**config.mk**
```make
export PLATFORM = sky130hd
export DESIGN_NAME = cs_window_decoder
export DESIGN_NICKNAME = d
export VERILOG_FILES = /design/src/rtl/cswin_pkg.sv /design/src/rtl/cswin_ctrl.sv /design/src/rtl/cswin_datapath.sv /design/src/rtl/cs_window_decoder.sv
export SDC_FILE = /design/constraint.sdc
export NUM_CORES = 1
export LEC_CHECK = 0
export BUFFER_PORTS_ARGS = -buffer_cell sky130_fd_sc_hd__buf_2
export CELL_PAD_IN_SITES_DETAIL_PLACEMENT = 0
export CELL_PAD_IN_SITES_GLOBAL_PLACEMENT = 2
export CORE_MARGIN = 2
export CORE_UTILIZATION = 35
export CTS_BUF_LIST = sky130_fd_sc_hd__clkbuf_8
export DETAILED_ROUTE_END_ITERATION = 8
export PLACE_DENSITY_LB_ADDON = 0.3
export SYNTH_ARGS = -nofsm -noshare
export SYNTH_HDL_FRONTEND = slang
export SYNTH_SLANG_ARGS = --single-unit
```
**constraint.sdc**
```tcl
create_clock -name clk -period 3.1 [get_ports clk]
set_clock_uncertainty 0.05 [all_clocks]
set_input_delay 0.62 -clock clk [delete_from_list [all_inputs] [get_ports clk]]
set_output_delay 0.62 -clock clk [all_outputs]
set_load 0.01 [all_outputs]
```
**src/rtl/cswin_pkg.sv**
```systemverilog
package cswin_pkg;

  localparam int CFG_W    = 12;
  localparam int WIN_LSB  = 24;
  localparam int OFS_W    = 28;
  localparam int EN_BIT   = 6;

  localparam logic [CFG_W-1:0] KEEP_BITS = 12'hF7F;
  localparam logic [CFG_W-1:0] RST_CFG   = 12'hF00;

  typedef struct packed {
    logic wrLoad;
    logic capture;
  } csStrobe_t;

  function automatic logic maskLegal(input logic [3:0] m, input logic allowZero);
    case (m)
      4'h8, 4'hC, 4'hE, 4'hF: maskLegal = 1'b1;
      4'h0:                   maskLegal = allowZero;
      default:                maskLegal = 1'b0;
    endcase
  endfunction

endpackage

```
**src/rtl/cswin_ctrl.sv**
```systemverilog
module cswin_ctrl
  import cswin_pkg::*;
(
  input  logic      clk,
  input  logic      rstN,
  input  logic      wrEn,
  input  logic      addrValid,
  output csStrobe_t strobe
);

  always_comb begin
    strobe         = '0;
    strobe.wrLoad  = wrEn & rstN;
    strobe.capture = addrValid & rstN;
  end

  p_no_strobe_in_reset_r8: assert property (@(posedge clk)
    !rstN |-> (strobe.wrLoad == 1'b0 && strobe.capture == 1'b0))
    else $error("strobe raised during reset");

endmodule

```
**src/rtl/cswin_datapath.sv**
```systemverilog
module cswin_datapath
  import cswin_pkg::*;
#(
  parameter int NUM_CS          = 8,
  parameter int SEL_W           = 3,
  parameter bit ALLOW_FULL_MASK = 1'b0
) (
  input  logic              clk,
  input  logic              rstN,
  input  csStrobe_t         strobe,
  input  logic [SEL_W-1:0]  wrSel,
  input  logic [31:0]       wrData,
  input  logic [SEL_W-1:0]  rdSel,
  output logic [31:0]       rdData,
  input  logic [31:0]       addr,
  output logic              hitValid,
  output logic [NUM_CS-1:0] csHit,
  output logic [OFS_W-1:0]  offset,
  output logic [NUM_CS-1:0] maskErr
);

  logic [CFG_W-1:0]  cfgQ [NUM_CS];
  logic [NUM_CS-1:0] enVec;
  logic [NUM_CS-1:0] legalVec;
  logic [NUM_CS-1:0] matchVec;
  logic [NUM_CS-1:0] winVec;
  logic [3:0]        selMask;
  logic [OFS_W-1:0]  ofsNext;

  logic              hitValidQ;
  logic [NUM_CS-1:0] csHitQ;
  logic [OFS_W-1:0]  offsetQ;

  // per-window register and compare
  for (genvar g = 0; g < NUM_CS; g++) begin : g_win
    logic [3:0] winMask;
    logic [5:0] winBase;
    logic       hiOk;
    logic       loOk;

    always_ff @(posedge clk) begin
      if (!rstN) begin
        cfgQ[g] <= (g == 0) ? (RST_CFG | (CFG_W'(1) << EN_BIT)) : RST_CFG;
      end else if (strobe.wrLoad && (wrSel == SEL_W'(g))) begin
        cfgQ[g] <= wrData[CFG_W-1:0] & KEEP_BITS;
      end
    end

    always_comb begin
      winMask     = cfgQ[g][11:8];
      winBase     = cfgQ[g][5:0];
      enVec[g]    = cfgQ[g][EN_BIT];
      legalVec[g] = maskLegal(winMask, ALLOW_FULL_MASK);
      hiOk        = (addr[31:30] == 2'b00) && (addr[29:28] == winBase[5:4]);
      loOk        = ((addr[27:24] ^ winBase[3:0]) & winMask) == 4'h0;
      matchVec[g] = enVec[g] && legalVec[g] && hiOk && loOk;
    end
  end

  assign maskErr = enVec & ~legalVec;

  // lowest index wins: isolate least significant set bit
  assign winVec = matchVec & (~matchVec + NUM_CS'(1));

  always_comb begin
    selMask = 4'h0;
    for (int i = 0; i < NUM_CS; i++) begin
      if (winVec[i]) selMask = selMask | cfgQ[i][11:8];
    end
  end

  always_comb begin
    if (|winVec) ofsNext = {addr[27:24] & ~selMask, addr[WIN_LSB-1:0]};
    else         ofsNext = '0;
  end

  always_comb begin
    rdData = '0;
    for (int i = 0; i < NUM_CS; i++) begin
      if (rdSel == SEL_W'(i)) rdData = {{(32-CFG_W){1'b0}}, cfgQ[i]};
    end
  end

  always_ff @(posedge clk) begin
    if (!rstN) begin
      hitValidQ <= 1'b0;
      csHitQ    <= '0;
      offsetQ   <= '0;
    end else begin
      hitValidQ <= strobe.capture;
      csHitQ    <= strobe.capture ? winVec  : '0;
      offsetQ   <= strobe.capture ? ofsNext : '0;
    end
  end

  assign hitValid = hitValidQ;
  assign csHit    = csHitQ;
  assign offset   = offsetQ;

  p_onehot_hit_r7: assert property (@(posedge clk) disable iff (!rstN)
    $onehot0(csHitQ))
    else $error("more than one chip-select asserted");

  p_hit_needs_valid_r8: assert property (@(posedge clk) disable iff (!rstN)
    (|csHitQ) |-> hitValidQ)
    else $error("chip-select without valid result");

  p_latency_r8: assert property (@(posedge clk) disable iff (!rstN)
    strobe.capture |=> hitValidQ)
    else $error("result not presented one cycle after lookup");

  p_disabled_silent_r4: assert property (@(posedge clk) disable iff (!rstN)
    strobe.capture |=> ((csHitQ & ~$past(enVec)) == '0))
    else $error("disabled window matched");

  p_bad_mask_silent_r6: assert property (@(posedge clk) disable iff (!rstN)
    strobe.capture |=> ((csHitQ & $past(maskErr)) == '0))
    else $error("window with illegal mask matched");

  p_miss_zero_offset_r5: assert property (@(posedge clk) disable iff (!rstN)
    (csHitQ == '0) |-> (offsetQ == '0))
    else $error("offset nonzero on a miss");

endmodule

```
**src/rtl/cs_window_decoder.sv**
```systemverilog
module cs_window_decoder
  import cswin_pkg::*;
#(
  parameter int NUM_CS          = 8,
  parameter bit ALLOW_FULL_MASK = 1'b0,
  localparam int SEL_W          = (NUM_CS > 1) ? $clog2(NUM_CS) : 1
) (
  input  logic              clk,
  input  logic              rstN,
  input  logic              wrEn,
  input  logic [SEL_W-1:0]  wrSel,
  input  logic [31:0]       wrData,
  input  logic [SEL_W-1:0]  rdSel,
  output logic [31:0]       rdData,
  input  logic              addrValid,
  input  logic [31:0]       addr,
  output logic              hitValid,
  output logic [NUM_CS-1:0] csHit,
  output logic [27:0]       offset,
  output logic [NUM_CS-1:0] maskErr
);

  csStrobe_t strobe;

  cswin_ctrl u_ctrl (
    .clk       (clk),
    .rstN      (rstN),
    .wrEn      (wrEn),
    .addrValid (addrValid),
    .strobe    (strobe)
  );

  cswin_datapath #(
    .NUM_CS          (NUM_CS),
    .SEL_W           (SEL_W),
    .ALLOW_FULL_MASK (ALLOW_FULL_MASK)
  ) u_dp (
    .clk      (clk),
    .rstN     (rstN),
    .strobe   (strobe),
    .wrSel    (wrSel),
    .wrData   (wrData),
    .rdSel    (rdSel),
    .rdData   (rdData),
    .addr     (addr),
    .hitValid (hitValid),
    .csHit    (csHit),
    .offset   (offset),
    .maskErr  (maskErr)
  );

endmodule

```
==> flow_summary.yaml, run 1 <==
run_status:
  outcome: "finished, final reports clean"
flow_run:
  drv_cap: 0
floorplanning:
  coreArea_um2: 18000
  ios: 151
  die_h_um: 140
  die_w_um: 140
  dieArea_um2: 19600
  initial_utilization_pct: 35.9
  std_cell_rows: 49
route:
  vias: 5058
  drtIter0Drc: 384
  postRouteAntennaNets: 0
  via_per_inst: 5.24
  totalWireLength_um: 19100
  drc: 0
  wl_per_cell_um: 19.8
  drtPass1Iterations: 5
sta:
  fmax_ghz: 0.338
  slew_headroom_pct: 61.8
  setup_viol: 0
  tightest_slew_ns: 0.572
  grt_setup_unrepaired: "false"
  slew_violations: 0
  fin_crit_ns: 2.96
  finalSetupTns_ns: 0
  hold_viol: 0
  fin_ws_ns: 0.144
  finalCritPeriodShare_pct: 95.4
critical_path:
  slowest_delay_ns: 0.42
  end_kind: "output port"
  crit_end: "rdData[1]"
  path_common_cell: "buf_2"
  cp_cell_sequence: "buf_2 > nor2b_1 > a22oi_1 > o221ai_1 > o21ai_0 > nand2_1 > buf_2"
  startpoint: "rdSel[2]"
  slowest_stage: "nor2b_1"
  critical_path.reg2reg.endpoint: "u_dp.offset[8]"
  cp_top_family: "compound AO/OA/AOI/OAI gates"
  critPathMaxFanout: 19
  path_depth: 7
  criticalPathCategory: "in2out"
  r2r_start: "u_dp.cfgQ[0][21]"
  reg2reg_slack_ns: 0.48
  r2r_cells: 6
  start_kind: "input pin"
  arrival_ns: 2.29
  worstPathRequired_ns: 2.43
  critPathBufInv: 2
global_route:
  grt_pass1_vias: 4959
  grt_antenna_before_repair: 0
  grt_pass1_wl_um: 28800
  grt_max_degree: 25
  grt_usage_pct: 19.6
  gr-total-overflow: 0
synthesis:
  ys_seq_area_share_pct: 52.3
  synth_area_um2: 6470
  ys_warn_count: 0
  synthArstFlopShare_pct: 0
  synth_top_area_cell: "edfxtp_1"
  avgSynthCellArea_um2: 10.8
  ys.flop_type: "edfxtp_1"
  synthDistinctLibCells: 59
  yosysTopAreaCellShare_pct: 40.9
  syn_inst: 601
  synth_edf_count: 88
  synth.ff_latch_count: 125
  synthTopCellsByArea: "edfxtp_1 (41%), dfxtp_1 (11%), and2_1 (7.6%), xnor2_1 (3.9%), o21ai_0 (2.8%)"
placement:
  place_ws_ns: 0.108
  place_hpwl_um: 14800
  io_buffers: 108
  gp_congestion: 0.933
final_layout:
  drive_gt1_share_pct: 23.0
  regArea_um2: 3380
  syn2layout_area_growth_pct: 18.3
  multi_input_area_um2: 2830
  nets: 798
  antenna_cells: 0
  n_fill_cell: 1792
clock_tree:
  cts_max_level: 4
  cts_resized: 0
  cts_hold_buf: 0
  cts_buffers: 17
  cts.sinks: 125
  clkLatencyLatePin_ns: 0.44
  path_clk_slew_ns: 0.07
  tritoncts: "done"
  clock_path_buffers: 2
  cts_root_buf: "clkbuf_8"
  cts_setup_buffers: 0
power:
  ir_drop_v: 0.000302
  cellLeakagePower_nw: 3.06
  powerDensity_nw_per_um2: 506
  fin_total_pwr_mw: 3.87
worst_hold_path:
  hold_path_class: "in2reg"
-- sequential cells by signal, indices dropped and copies added, names as in the netlist --
| name | flops |
|---|---|
| u_dp.hitValid | 1 |
| u_dp.offset | 28 |
| u_dp.csHit | 8 |
| u_dp.cfgQ | 88 |
-- power by group --
| part | internal (mW) | switching (mW) |
|---|---|---|
| combinational | 0.177 | 0.286 |
| clock | 0.793 | 0.680 |
| sequential | 1.86 | 0.0743 |
-- metrics by stage --
step | area, um^2 | hold WS [ns] | cells | utilization, %
6_report | 7650 | 0.331 | 965 | 42.5
5_1_grt | 7650 | 0.309 | 965 | 42.5
4_1_cts | 7650 | 0.299 | 965 | 42.5
3_5_place_dp | 7250 | 0.682 | 934 | 40.2
3_3_place_gp | 7250 | 0.681 | 934 | 40.2
2_1_floorplan | 6550 | 0.524 | 622 | -
-- logic make-up (layout without fill, tap and decap cells) --
logic type      after synthesis  after routing  synth area share [%]
compound gates              100            100                  10.1
xor+xnor                     48             48                  6.50
buf+inv                      60            174                  5.20
flops                       125            125                  52.3
mux                          19             19                  3.35
other cells                   1             22                0.0580
simple gates                248            248                  22.5
-- metal layers --
metal  vias to the layer above  GRT usage [%]  routed length [um]
met1                      2440           26.0                8310
met5                         -              0                   0
met2                       223           32.0                9100
met3                        31           3.97                1270
li1                       2364              -                   -
met4                         0           7.32                 435
-- synthesized netlist by cell type, drive strengths merged (12+ instances only) --
master / n
edfxtp: 88
and2: 79
dfxtp: 37
o21ai: 37
nand2: 36
buf: 31
nor2: 29
xnor2: 29
or3: 25
xor2: 19
a21oi: 17
clkbuf: 16
mux2i: 16
nand2b: 15
nand4: 13
inv: 12
-- worst min path at each step --
stage                           startpoint  slack (ns)  cells after the start         endpoint
after detailed placement  u_dp.cfgQ[1][42]        0.68                      3  u_dp.offset[26]
after global placement    u_dp.cfgQ[1][42]        0.68                      3  u_dp.offset[26]
after global routing               addr[9]        0.31                      2   u_dp.offset[9]
after CTS                          addr[1]        0.30                      2   u_dp.offset[1]
final                              addr[1]        0.33                      2   u_dp.offset[1]
after floorplan           u_dp.cfgQ[0][29]        0.52                      3  u_dp.offset[24]
-- final cells by class --
| class | count | area share, % |
|---|---|---|
| clock buffers | 17 | 3.06 |
| clock inverters | 14 | 2.19 |
| inverters | 13 | 0.638 |
| multi-input cells | 437 | 36.9 |
| flip-flops and latches | 125 | 44.2 |
| well taps | 229 | 3.74 |
| repair buffers | 130 | 9.22 |
-- cells in the final DEF, fill, tap and decap left out, types with 4 or more instances in the layout --
| cell | n |
|---|---|
| o22ai_1 | 4 |
| o21ai_0 | 36 |
| nor2b_1 | 5 |
| o221ai_1 | 7 |
| dfxtp_1 | 37 |
| conb_1 | 22 |
| nand3_1 | 6 |
| a22oi_1 | 9 |
| clkbuf_8 | 17 |
| nand2b_1 | 15 |
| nor4bb_1 | 4 |
| mux2i_1 | 16 |
| nor3_1 | 10 |
| xnor2_1 | 29 |
| inv_1 | 14 |
| buf_4 | 22 |
| buf_2 | 108 |
| or3_1 | 24 |
| a21boi_0 | 7 |
| nand4_1 | 13 |
| edfxtp_1 | 88 |
| inv_6 | 4 |
| a21oi_1 | 17 |
| nor2_1 | 29 |
| nand2_1 | 36 |
| xor2_1 | 19 |
| nor4_1 | 9 |
| and2_1 | 79 |
No activity file was read; power rests on OpenSTA's default activity.
==> run 2: changes to the inputs <==
- SYNTH_HIERARCHICAL: not set -> 1
==> run 2 against run 1 <==
Against the previous run:
- synthesized cell count down 0.17%
- cell count fell by 0.31%
- total power grew 2.6%
- register-to-register slack improved by 0.11 ns
- critical path depth stayed put
- first-iteration DRC count shrank 16%
- flip-flop and latch count did not move
- critical endpoint is now rdData[4]
- maximum frequency grew 0.58%
==> flow_summary.yaml, run 2 <==
run_status:
  outcome: "finished, final reports clean"
clock_tree:
  clock_path_buffers: 2
  cts_root_buf: "clkbuf_8"
  cts_setup_buffers: 0
  cts_resized: 0
  cts.sinks: 125
  clkLatencyLatePin_ns: 0.44
  cts_max_level: 4
  cts_hold_buf: 0
  path_clk_slew_ns: 0.07
  tritoncts: "done"
  cts_buffers: 17
floorplanning:
  die_h_um: 141
  die_w_um: 141
  initial_utilization_pct: 36.0
  dieArea_um2: 19800
  std_cell_rows: 49
  ios: 151
  coreArea_um2: 18100
sta:
  tightest_slew_ns: 0.649
  hold_viol: 0
  fin_crit_ns: 2.94
  finalSetupTns_ns: 0
  fin_ws_ns: 0.161
  finalCritPeriodShare_pct: 94.8
  fmax_ghz: 0.340
  slew_headroom_pct: 56.6
  slew_violations: 0
  setup_viol: 0
  grt_setup_unrepaired: "false"
synthesis:
  synth_common_cells: "edfxtp_1 (88), and2_1 (86), dfxtp_1 (37), nand2_1 (35), nor2_1 (32)"
  synthTopCellsByArea: "edfxtp_1 (40%), dfxtp_1 (11%), and2_1 (8.2%), xnor2_1 (3.2%), xor2_1 (3.2%)"
  synth-xor-area-share_pct: 6.43
  yosys.area_share.adder_pct: 0
  synth_most_common_cell: "edfxtp_1"
  synthArstFlopShare_pct: 0
  synth_area_um2: 6540
  synth_top_area_cell: "edfxtp_1"
  ys_warn_count: 6
  synthSimpleGateAreaFrac_pct: 21.9
  synth_compound_area_share_pct: 10.9
  ys_seq_area_share_pct: 51.7
  synth_edf_count: 88
  yosysTopAreaCellShare_pct: 40.4
  synthDistinctLibCells: 52
  avgSynthCellArea_um2: 10.9
  syn_inst: 600
  synth_mux_area_share_pct: 3.10
  synth_top_family_by_area: "simple AND/OR/NAND/NOR gates"
  synth.ff_latch_count: 125
  ys.flop_type: "edfxtp_1"
critical_path:
  start_kind: "input pin"
  criticalPathCategory: "in2out"
  critPathMaxFanout: 12
  slowest_delay_ns: 0.59
  r2r_start: "u_dp/cfgQ[1][21]"
  end_kind: "output port"
  r2r_cells: 7
  cp_cell_sequence: "buf_2 > nor2b_1 > a22o_1 > nand2_1 > o221ai_1 > a22o_1 > buf_2"
  reg2reg_slack_ns: 0.59
  worstPathRequired_ns: 2.43
  slowest_stage: "nor2b_1"
  arrival_ns: 2.27
  critical_path.reg2reg.endpoint: "u_dp/offset[24]"
global_route:
  gr-total-overflow: 0
  grt_pass1_wl_um: 28100
  grt_max_degree: 26
  grt_antenna_before_repair: 0
  grt_usage_pct: 19.0
  grt_pass1_vias: 4913
final_layout:
  nets: 794
  largest-register: "u_dp/cfgQ"
  mostFrequentLayoutCells: "buf_2 (108), edfxtp_1 (88), and2_1 (86), dfxtp_1 (37), nand2_1 (35)"
  regArea_um2: 3380
  antenna_cells: 0
  n_fill_cell: 1762
  multi_input_area_um2: 2850
  layout_commonest_cell: "buf_2"
  final_cells: 962
  drive_gt1_share_pct: 23.9
  syn2layout_area_growth_pct: 18.6
  largest_reg_flops: 88
  postLayoutCellArea_um2: 7750
route:
  vias: 4893
  drc: 0
  drtIter0Drc: 321
  drtPass1Iterations: 5
  postRouteAntennaNets: 0
  wl_per_cell_um: 19.1
  via_per_inst: 5.09
  totalWireLength_um: 18400
placement:
  place_ws_ns: 0.200
  io_buffers: 108
  placed_area_um2: 7300
  gp_congestion: 0.911
  place_hpwl_um: 14300
  dpl.cell_count: 930
power:
  p_seq_share_pct: 48.6
  cellLeakagePower_nw: 3.14
  p_clk_share_pct: 40.1
  p_comb_share_pct: 11.3
  swShare_pct: 24.2
  ir_drop_v: 0.000256
  p_int_mw: 3.02
  powerDensity_nw_per_um2: 513
  p_sw_uw: 961
worst_hold_path:
  hold_path_class: "in2reg"
  min_to: "u_dp/offset[12]"
  hold_path_depth: 2
  min_from: "addr[12]"
flow_run:
  drv_cap: 0
==> run 2: worst max path at each step <==
stage                         from        end  slack (ns)  cells past startpoint
after global placement    rdSel[2]  rdData[4]        0.21                      7
after floorplan           rdSel[2]  rdData[1]        0.43                      6
after global routing      rdSel[2]  rdData[6]        0.03                      7
final                     rdSel[2]  rdData[4]        0.16                      7
after CTS                 rdSel[2]  rdData[4]        0.20                      7
after detailed placement  rdSel[2]  rdData[6]        0.20                      7
==> run 2: layout make-up <==
type	instances	share of cell area, %
Clock buffer	22	3.91
Clock inverter	10	1.90
Inverter	13	0.629
Multi-Input combinational cell	431	36.8
Sequential cell	125	43.6
Tap cell	229	3.70
Timing Repair Buffer	132	9.46
==> run 2: logic make-up after synthesis <==
family | count (synthesis)
compound gates | 100
xor+xnor | 48
buf+inv | 65
flops | 125
mux | 15
other cells | 1
simple gates | 246
==> run 2: layer usage <==
metal	GRT usage (%)	wire length, um	up-vias
li1	-	-	2346
met1	24.1	7890	2360
met2	32.4	9110	158
met3	4.28	972	29
met4	6.37	400	0
met5	0	0	-
==> run 2: power by group through the flow <==
| stage | sequential, mW | combinational [mW] | clock [mW] |
|---|---|---|---|
| 6_report | 1.93 | 0.448 | 1.59 |
| 3_5_place_dp | 1.97 | 0.448 | 0 |
| 4_1_cts | 1.93 | 0.449 | 1.63 |
| 3_3_place_gp | 1.97 | 0.441 | 0 |
| 2_1_floorplan | 1.94 | 0.299 | 0 |
| 5_1_grt | 1.94 | 0.490 | 1.71 |
==> run 2: stage by stage <==
stage / hold slack (ns) / total power, mW / utilization (%)
floorplan: 0.566 / 2.24 / -
global placement: 0.666 / 2.41 / 40.2
detailed placement: 0.650 / 2.42 / 40.2
CTS: 0.294 / 4.02 / 42.7
global route: 0.291 / 4.14 / 42.7
finish: 0.331 / 3.98 / 42.7
==> run 2: critical path: cells and delay by family <==
kind | cells | cell delay [ns]
buffers and inverters | 2 | 0.43
AOI/OAI and AO/OA | 3 | 0.56
and+or+nand+nor | 2 | 0.64
